`src/rtl/dseq_pkg.sv`:
```
package dseq_pkg;
  typedef enum logic [1:0] {ST_IDLE, ST_ACT, ST_REF, ST_PRE} dseq_state_e;

  function automatic int cdiv(input int n, input int d);
    return (n + d - 1) / d;
  endfunction

  function automatic int imax(input int a, input int b);
    return (a > b) ? a : b;
  endfunction
endpackage

```
`src/rtl/dseq_phase_ctr.sv`:
```
module dseq_phase_ctr #(
  parameter int W = 4
) (
  input  logic         clk,
  input  logic         rst,
  input  logic         clr,
  output logic [W-1:0] cnt
);
  always_ff @(posedge clk) begin
    if (rst)              cnt <= '0;
    else if (clr)         cnt <= '0;
    else if (cnt != '1)   cnt <= cnt + 1'b1;
  end
endmodule

```
`src/rtl/dseq_refresh_arb.sv`:
```
module dseq_refresh_arb #(
  parameter int RW = 9
) (
  input  logic          clk,
  input  logic          rst,
  input  logic          rfsh_req,
  input  logic          grant,
  output logic          pend_q,
  output logic          pend_d,
  output logic [RW-1:0] row_q
);
  assign pend_d = (pend_q & ~grant) | rfsh_req;

  always_ff @(posedge clk) begin
    if (rst) begin
      pend_q <= 1'b0;
      row_q  <= '0;
    end else begin
      pend_q <= pend_d;
      if (grant) row_q <= row_q + 1'b1;
    end
  end
endmodule

```
`src/rtl/dseq_addr_mux.sv`:
```
module dseq_addr_mux #(
  parameter int MW = 9
) (
  input  logic          clk,
  input  logic          rst,
  input  logic          ld_row,
  input  logic          ld_col,
  input  logic [MW-1:0] row_in,
  input  logic [MW-1:0] col_in,
  output logic [MW-1:0] a_q
);
  always_ff @(posedge clk) begin
    if (rst)         a_q <= '0;
    else if (ld_row) a_q <= row_in;
    else if (ld_col) a_q <= col_in;
  end
endmodule

```
`src/rtl/dram_seq.sv`:
```
module dram_seq
  import dseq_pkg::*;
#(
  parameter int AW          = 18,
  parameter int CLK_NS      = 20,
  parameter int T_RASMIN_NS = 150,
  parameter int T_RASMAX_NS = 10000,
  parameter int T_PRE_NS    = 100,
  parameter int T_CYC_NS    = 260,
  parameter int T_RCD_NS    = 25,
  parameter int T_RAH_NS    = 20,
  parameter int T_CASW_NS   = 75,
  parameter int T_CSH_NS    = 150,
  parameter int T_RAC_NS    = 150,
  parameter int T_CAC_NS    = 75,
  parameter int T_WCH_NS    = 45,
  parameter int T_DH_NS     = 35
) (
  input  logic             clk,
  input  logic             rst,
  input  logic             host_req,
  input  logic             host_we,
  input  logic [AW-1:0]    host_addr,
  input  logic             host_wdata,
  output logic             host_ready,
  output logic             rd_valid,
  output logic             rd_data,
  input  logic             rfsh_req,
  output logic [AW/2-1:0]  dram_a,
  output logic             dram_ras_n,
  output logic             dram_cas_n,
  output logic             dram_we_n,
  output logic             dram_d,
  input  logic             dram_q
);
  localparam int MW     = AW / 2;
  localparam int RAH_K  = cdiv(T_RAH_NS, CLK_NS);
  localparam int CASD_K = imax(cdiv(T_RCD_NS, CLK_NS), RAH_K + 1);
  localparam int RASW_K = cdiv(T_RASMIN_NS, CLK_NS);
  localparam int SAMP_K = imax(cdiv(T_RAC_NS, CLK_NS), CASD_K + cdiv(T_CAC_NS, CLK_NS));
  localparam int END_K  = imax(imax(imax(RASW_K, cdiv(T_CSH_NS, CLK_NS)),
                                    imax(CASD_K + cdiv(T_CASW_NS, CLK_NS), SAMP_K)),
                               CASD_K + imax(cdiv(T_WCH_NS, CLK_NS), cdiv(T_DH_NS, CLK_NS)));
  localparam int ENDR_K = RASW_K;
  localparam int PRE_K  = cdiv(T_PRE_NS, CLK_NS);
  localparam int CYC_K  = cdiv(T_CYC_NS, CLK_NS);
  localparam int NXTA_K = imax(END_K + PRE_K, CYC_K);
  localparam int NXTR_K = imax(ENDR_K + PRE_K, CYC_K);
  localparam int CW     = $clog2(imax(NXTA_K, NXTR_K) + 1);

  dseq_state_e      state, state_n;
  logic [CW-1:0]    cnt;
  int               k;
  logic             start_acc, start_ref, kind_ref, is_wr;
  logic             rf_pend_q, rf_pend_d;
  logic [MW-1:0]    rf_row, col_q, row_sel;
  logic             ld_col, ready_d;

  assign k = int'(cnt);

  dseq_phase_ctr #(.W(CW)) u_ctr (
    .clk(clk), .rst(rst), .clr(start_acc | start_ref), .cnt(cnt)
  );

  dseq_refresh_arb #(.RW(MW)) u_arb (
    .clk(clk), .rst(rst), .rfsh_req(rfsh_req), .grant(start_ref),
    .pend_q(rf_pend_q), .pend_d(rf_pend_d), .row_q(rf_row)
  );

  assign row_sel = start_ref ? rf_row : host_addr[AW-1:MW];
  assign ld_col  = (state == ST_ACT) && (k == RAH_K - 1);

  dseq_addr_mux #(.MW(MW)) u_amux (
    .clk(clk), .rst(rst), .ld_row(start_acc | start_ref), .ld_col(ld_col),
    .row_in(row_sel), .col_in(col_q), .a_q(dram_a)
  );

  always_comb begin
    start_acc = (state == ST_IDLE) && host_req && host_ready;
    start_ref = (state == ST_IDLE) && !start_acc && rf_pend_q;
    state_n   = state;
    case (state)
      ST_IDLE: if (start_acc) state_n = ST_ACT;
               else if (start_ref) state_n = ST_REF;
      ST_ACT:  if (k == END_K - 1)  state_n = ST_PRE;
      ST_REF:  if (k == ENDR_K - 1) state_n = ST_PRE;
      default: if (k == (kind_ref ? NXTR_K : NXTA_K) - 2) state_n = ST_IDLE;
    endcase
    ready_d = (state_n == ST_IDLE) && !rf_pend_d;
  end

  always_ff @(posedge clk) begin
    if (rst) begin
      state      <= ST_IDLE;
      host_ready <= 1'b1;
      rd_valid   <= 1'b0;
      rd_data    <= 1'b0;
      dram_ras_n <= 1'b1;
      dram_cas_n <= 1'b1;
      dram_we_n  <= 1'b1;
      dram_d     <= 1'b0;
      is_wr      <= 1'b0;
      kind_ref   <= 1'b0;
      col_q      <= '0;
    end else begin
      state      <= state_n;
      host_ready <= ready_d;
      rd_valid   <= 1'b0;
      if (start_acc) begin
        dram_ras_n <= 1'b0;
        dram_we_n  <= ~host_we;
        dram_d     <= host_wdata;
        is_wr      <= host_we;
        kind_ref   <= 1'b0;
        col_q      <= host_addr[MW-1:0];
      end
      if (start_ref) begin
        dram_ras_n <= 1'b0;
        kind_ref   <= 1'b1;
      end
      if (state == ST_ACT && k == CASD_K - 1) dram_cas_n <= 1'b0;
      if (state == ST_ACT && k == SAMP_K - 1 && !is_wr) begin
        rd_data  <= dram_q;
        rd_valid <= 1'b1;
      end
      if ((state == ST_ACT && k == END_K - 1) || (state == ST_REF && k == ENDR_K - 1)) begin
        dram_ras_n <= 1'b1;
        dram_cas_n <= 1'b1;
        dram_we_n  <= 1'b1;
      end
    end
  end


  initial begin
    ras_max_chk: assert (END_K * CLK_NS <= T_RASMAX_NS)
      else $error("row strobe low time exceeds its maximum");
  end


  cas_under_ras_chk: assert property (@(posedge clk) disable iff (rst)
    !dram_cas_n |-> !dram_ras_n);


  ras_min_chk: assert property (@(posedge clk) disable iff (rst)
    $rose(dram_ras_n) |-> k >= RASW_K);


  we_before_cas_chk: assert property (@(posedge clk) disable iff (rst)
    ($fell(dram_cas_n) && !dram_we_n) |-> $past(!dram_we_n));


  read_we_high_chk: assert property (@(posedge clk) disable iff (rst)
    (state == ST_ACT && !is_wr) |-> dram_we_n);


  rvalid_pulse_chk: assert property (@(posedge clk) disable iff (rst)
    rd_valid |=> !rd_valid);


  ready_idle_chk: assert property (@(posedge clk) disable iff (rst)
    host_ready |-> (dram_ras_n && dram_cas_n));


  ref_nocas_chk: assert property (@(posedge clk) disable iff (rst)
    (state == ST_REF) |-> (dram_cas_n && dram_we_n));
endmodule

```
`config.mk`:
```
export PLATFORM = sky130hd
export DESIGN_NAME = dram_seq
export DESIGN_NICKNAME = d
export VERILOG_FILES = /design/src/rtl/dseq_pkg.sv /design/src/rtl/dseq_phase_ctr.sv /design/src/rtl/dseq_refresh_arb.sv /design/src/rtl/dseq_addr_mux.sv /design/src/rtl/dram_seq.sv
export SDC_FILE = /design/constraint.sdc
export NUM_CORES = 1
export LEC_CHECK = 0
export ABC_AREA = 1
export BUFFER_PORTS_ARGS = -buffer_cell sky130_fd_sc_hd__buf_2
export CELL_PAD_IN_SITES_DETAIL_PLACEMENT = 0
export CELL_PAD_IN_SITES_GLOBAL_PLACEMENT = 1
export CORE_UTILIZATION = 35
export CTS_BUF_LIST = sky130_fd_sc_hd__clkbuf_8
export DETAILED_ROUTE_END_ITERATION = 7
export GPL_TIMING_DRIVEN = 0
export PLACE_DENSITY_LB_ADDON = 0.1
export SETUP_SLACK_MARGIN = 0.1
export SYNTH_ARGS = -nofsm -noshare
export SYNTH_HDL_FRONTEND = slang
export SYNTH_HIERARCHICAL = 1
export SYNTH_SLANG_ARGS = --single-unit
```
`constraint.sdc`:
```
create_clock -name clk -period 4 [get_ports clk]
set_input_delay 0.8 -clock clk [delete_from_list [all_inputs] [get_ports clk]]
set_output_delay 0.8 -clock clk [all_outputs]
set_load 0.01 [all_outputs]
```
# Word-level counts from Yosys, hierarchy flattened
# Index checks and enable logic that the tools add are counted.
# Widths: inputs -> output; s select.
# op_classes
add_sub_neg	2
bitwise_logic	5
muxes	11
n_reduce_logical	22
n_eq_ne	6
# ops
cell	n
$logic_not 32->1	1
$mux 9	3
$logic_and 1x1->1	10
$add 9x1->9 const B	1
$eq 4x4->1 const B	2
$mux 2	4
$reduce_or 2->1	3
$add 4x1->4 const B	1
$eq 4x2->1 const B	1
$logic_not 2->1	2
$ne 4x4->1 const B	1
$pmux 2 s2	1
$reduce_bool 2->1	2
$logic_not 1->1	3
$mux 1	3
$eq 2x1->1 const B	1
$eq 2x2->1 const B	1
$not 1->1	2
$or 1x1->1	2
$and 1x1->1	1
$logic_or 1x1->1	1
# word_totals
ff_bits	42
word_cells	60
in_bits	25

# Depth between registers and ports, before layout
# depth
ltp_word	11
mapped_depth	13

# Hierarchy
# The synthesis kept the hierarchy.
# by_module_without_submodules
mod	area_each_um2	instances	seq_area_each_um2	cells_per_inst
dram_seq	958.4	1	380.4	152
dseq_refresh_arb	462.9	1	200.2	65
dseq_addr_mux	455.4	1	180.2	68
dseq_phase_ctr	196.4	1	80.1	28

# Least setup slack after synthesis
# OpenSTA, ideal clock, no wires.
# synth_path
path_type	input port to flip-flop
from	input port host_req
to	register u_amux.a_q[0]
arrival_ns	1.816
path_stages	11
setup_ns	0.110
required_ns	3.890
path_slack_ns	2.074
n_path_buf	1
cell_sequence	nand2_1 -> nand2_1 -> nor2_1 -> inv_1 -> buf_2 -> nand2_1 -> clkinv_1 -> nand3_1 -> nand3_1 -> nand2_1 -> inv_1
# synth_between
elab_chain_cells	7
# synth_rtl
element	line_no	source
from (decl)	dram_seq.sv:21	input logic host_req,
$logic_and 1x1->1 (*) (2 in series)	dram_seq.sv:79	start_acc = (state == ST_IDLE) && host_req && host_ready;
$logic_not 1->1	dram_seq.sv:80	start_ref = (state == ST_IDLE) && !start_acc && rf_pend_q;
$logic_and 1x1->1 (2 in series)	dram_seq.sv:80	
$mux 9 or $or 1x1->1 (tied branches)	dram_seq.sv:70, dram_seq.sv:74	
$mux 9 or $reduce_bool 2->1 (tied branches)	-	
to (signal assigned)	dseq_addr_mux.sv:14	else if (ld_row) a_q <= row_in;
to (signal assigned)	dseq_addr_mux.sv:15	else if (ld_col) a_q <= col_in;
to (decl)	dseq_addr_mux.sv:10	output logic [MW-1:0] a_q
# Every way passes the cells marked *; elsewhere a longest branch is shown, timed or not.
# A chain may end at the register's enable or synchronous reset.

# Worst setup path in the final report
# layout_path
from	register state[1]
to	register u_amux.a_q[8]
# layout_between
elab_chain_cells	8
# layout_rtl
element	line_no	source
from (decl)	dram_seq.sv:51	dseq_state_e state, state_n;
from (signal assigned)	dram_seq.sv:106	state <= state_n;
$logic_not 2->1	dram_seq.sv:79, dram_seq.sv:80	
$logic_and 1x1->1 (2 in series)	dram_seq.sv:79	
$logic_not 1->1	dram_seq.sv:80	
$logic_and 1x1->1 (2 in series)	dram_seq.sv:80	
$mux 9 or $or 1x1->1 (tied branches)	dram_seq.sv:70, dram_seq.sv:74	
$mux 9 or $reduce_bool 2->1 (tied branches)	-	
# Several ways; a longest one is shown, not always the timed one.

==> impl_metrics.tcl <==
set metrics [dict create \
    outcome "finished, final reports clean" \
    post-route-period-util_pct 50.9 \
    final_cell_mix "nand2_1, buf_2, dfxtp_1, inv_1" \
    final_nets 391 \
    via_per_inst 4.42 \
    maxSlewViolCount 0 \
    rsz0062_at_grt "no" \
    antenna_found_initial 0 \
    synth_top_area_share_pct 40.6 \
    ctsHoldBuffers 0 \
    critPathKind "reg -> reg" \
    setup.worst_path.end_class "flop" \
    worstPathRequired_ns 4.21 \
    path_cells "inv_1 > ha_1 > nand2_1 > nor2_1 > inv_1 > buf_2 > nand2_1 > clkinv_1 > nand3_1 > nand3_1 > nand2_1 > inv_1" \
    grt_pass1_vias 1712 \
    max_stage_delay_ns 0.37 \
    drc_errors 0 \
    arrival_ns 2.24 \
    crit_family "simple AND/OR/NAND/NOR gates" \
    yosysWarnings 6 \
    cap_viol_max_count 0 \
    cts_setup_buffers 0 \
    dr.pass1.iters 4 \
    die_area_um2 6240 \
    io_buffer_count 40 \
    drt_iter0_drc 68 \
    power.total_w 0.00110 \
    powerDensity_nw_per_um2 444 \
    die_h_um 79.0 \
    layout_commonest_cell "nand2_1" \
    fp.dieW_um 79.0 \
    clock_tree.root_cell "clkbuf_8" \
    fin_crit_ns 2.03 \
    grt_pass1_wl_um 7680 \
    cts.sinks 42 \
    hold_viol_final 0 \
    min_path_type "reg -> reg" \
    yosysSeqAreaShare_pct 40.6 \
    tightest_slew_ns 0.273 \
    start_util_pct 37.0 \
    layout.cells.non_filler 433 \
    syn-cell-area_um2 2070 \
    vias 1914 \
    clk_pin_slew_ns 0.09 \
    setup_violations 0 \
    grt_start_max_net_pins 16 \
    gp_congestion 0.779 \
    crit_buf_inv 5 \
    slew_headroom_pct 81.7 \
    cp_max_fo 10 \
    grt.total_usage_pct 16.2 \
    tritoncts "done" \
    drive_gt1_share_pct 17.5 \
    antenna_left 0 \
    hpwl_um 3540 \
    diodes 0 \
    clk_path_buf_depth 2 \
    synth.avg_cell_area_um2 6.62 \
    synth.largest_area_cell "dfxtp_1" \
    vdd_drop_max_mv 0.178 \
    wire_per_inst_um 10.9 \
    synth_seq_cells 42 \
    slowest_stage "dfxtp_1" \
    ctsResizeCount 0 \
    cts_made_buffers 5 \
    coreArea_um2 5610 \
    clk_latency_ns 0.30 \
    dp_cells 425 \
    rows 27 \
    synth_nets 344 \
    yosys-top-cells-area "dfxtp_1, nand2_1, inv_1" \
    start_kind "flop" \
    wl_um 4700 \
    pin_count 41 \
    synthDistinctLibCells 18 \
    synthCells 313 \
    p_leak_nw 1.29 \
    fmax_ghz 0.492 \
    cts_max_level 2 \
    clock_skew_ns 0.00769 \
    tns_ns 0 \
    overflow 0 \
    syn2layout_area_growth_pct 19.3 \
]
## cells in the mapped netlist
library cell,count
nor2_1,28
buf_6,3
nand2_1,123
nand3_1,28
inv_1,38
inv_2,1
nor2_4,3
nor2_8,1
nand2_2,1
clkinv_1,2
buf_2,4
ha_1,6
o21a_1,2
nand3_2,2
o21ai_0,8
dfxtp_1,42
nand4_1,2
a21oi_1,19
## routing by layer
metal	up-vias	track usage (%)	share of wire, %
li1	1064	-	-
met1	820	21.3	52
met2	25	25.5	43
met3	5	3.10	3.2
met4	0	7.64	1.5
met5	-	0	0
## worst paths after layout
kind / depth (start not counted) / from / end / slack, ns
setup / recovery: 12 / state[1] / u_amux/a_q[8] / 1.97
hold / removal: 2 / rd_data / rd_data / 0.44
setup reg to reg: 12 / state[1] / u_amux/a_q[8] / 1.97
hold reg to reg: 2 / rd_data / rd_data / 0.44
## stage by stage
| stage | hold slack (ns) | util [%] | instance area (um2) | setup slack [ns] |
|---|---|---|---|---|
| finish | 0.444 | 44.1 | 2470 | 1.97 |
| global route | 0.484 | 44.1 | 2470 | 1.75 |
| CTS | 0.450 | 44.1 | 2470 | 1.97 |
| detailed placement | 0.436 | 42.1 | 2360 | 1.72 |
| global placement | 0.431 | 42.1 | 2360 | 1.71 |
| floorplan | 0.439 | - | 2070 | 2.07 |
## area by class of cell
| class | instances | area [um2] |
|---|---|---|
| multi-input cells | 223 | 1020 |
| fillers | 652 | 3140 |
| inverters | 41 | 154 |
| well taps | 72 | 90.1 |
| plain buffers | 7 | 53.8 |
| flip-flops and latches | 42 | 841 |
| clock buffers | 5 | 68.8 |
| clock inverters | 3 | 40.0 |
| repair buffers | 40 | 200 |
## worst min-delay path: stages, from the launching register on
cell	delay, ns
dfxtp_1	0.31
inv_1	0.04
a21oi_1	0.05
## where the power goes
part | switching, W | internal, W
logic | 0.000166 | 0.000106
clock network | 0.000154 | 0.000184
registers | 0.0000302 | 0.000459
## flip-flops by register name (all words and copies together) (netlist names), 2 cells and up
| name | flops |
|---|---|
| col_q | 9 |
| state | 2 |
| u_amux/a_q | 9 |
| u_arb/row_q | 9 |
| u_ctr/cnt | 4 |
## cells by family after synthesis
logic type,Yosys count,share of synthesized area (%)
AND/OR/NAND/NOR,188,38.6
buffers and inverters,48,10.0
flip-flops,42,40.6
AO/OA/AOI/OAI,29,7.24
adder cells (fa/ha/maj),6,3.62
Note: power is estimated with default switching activity, not from simulation.
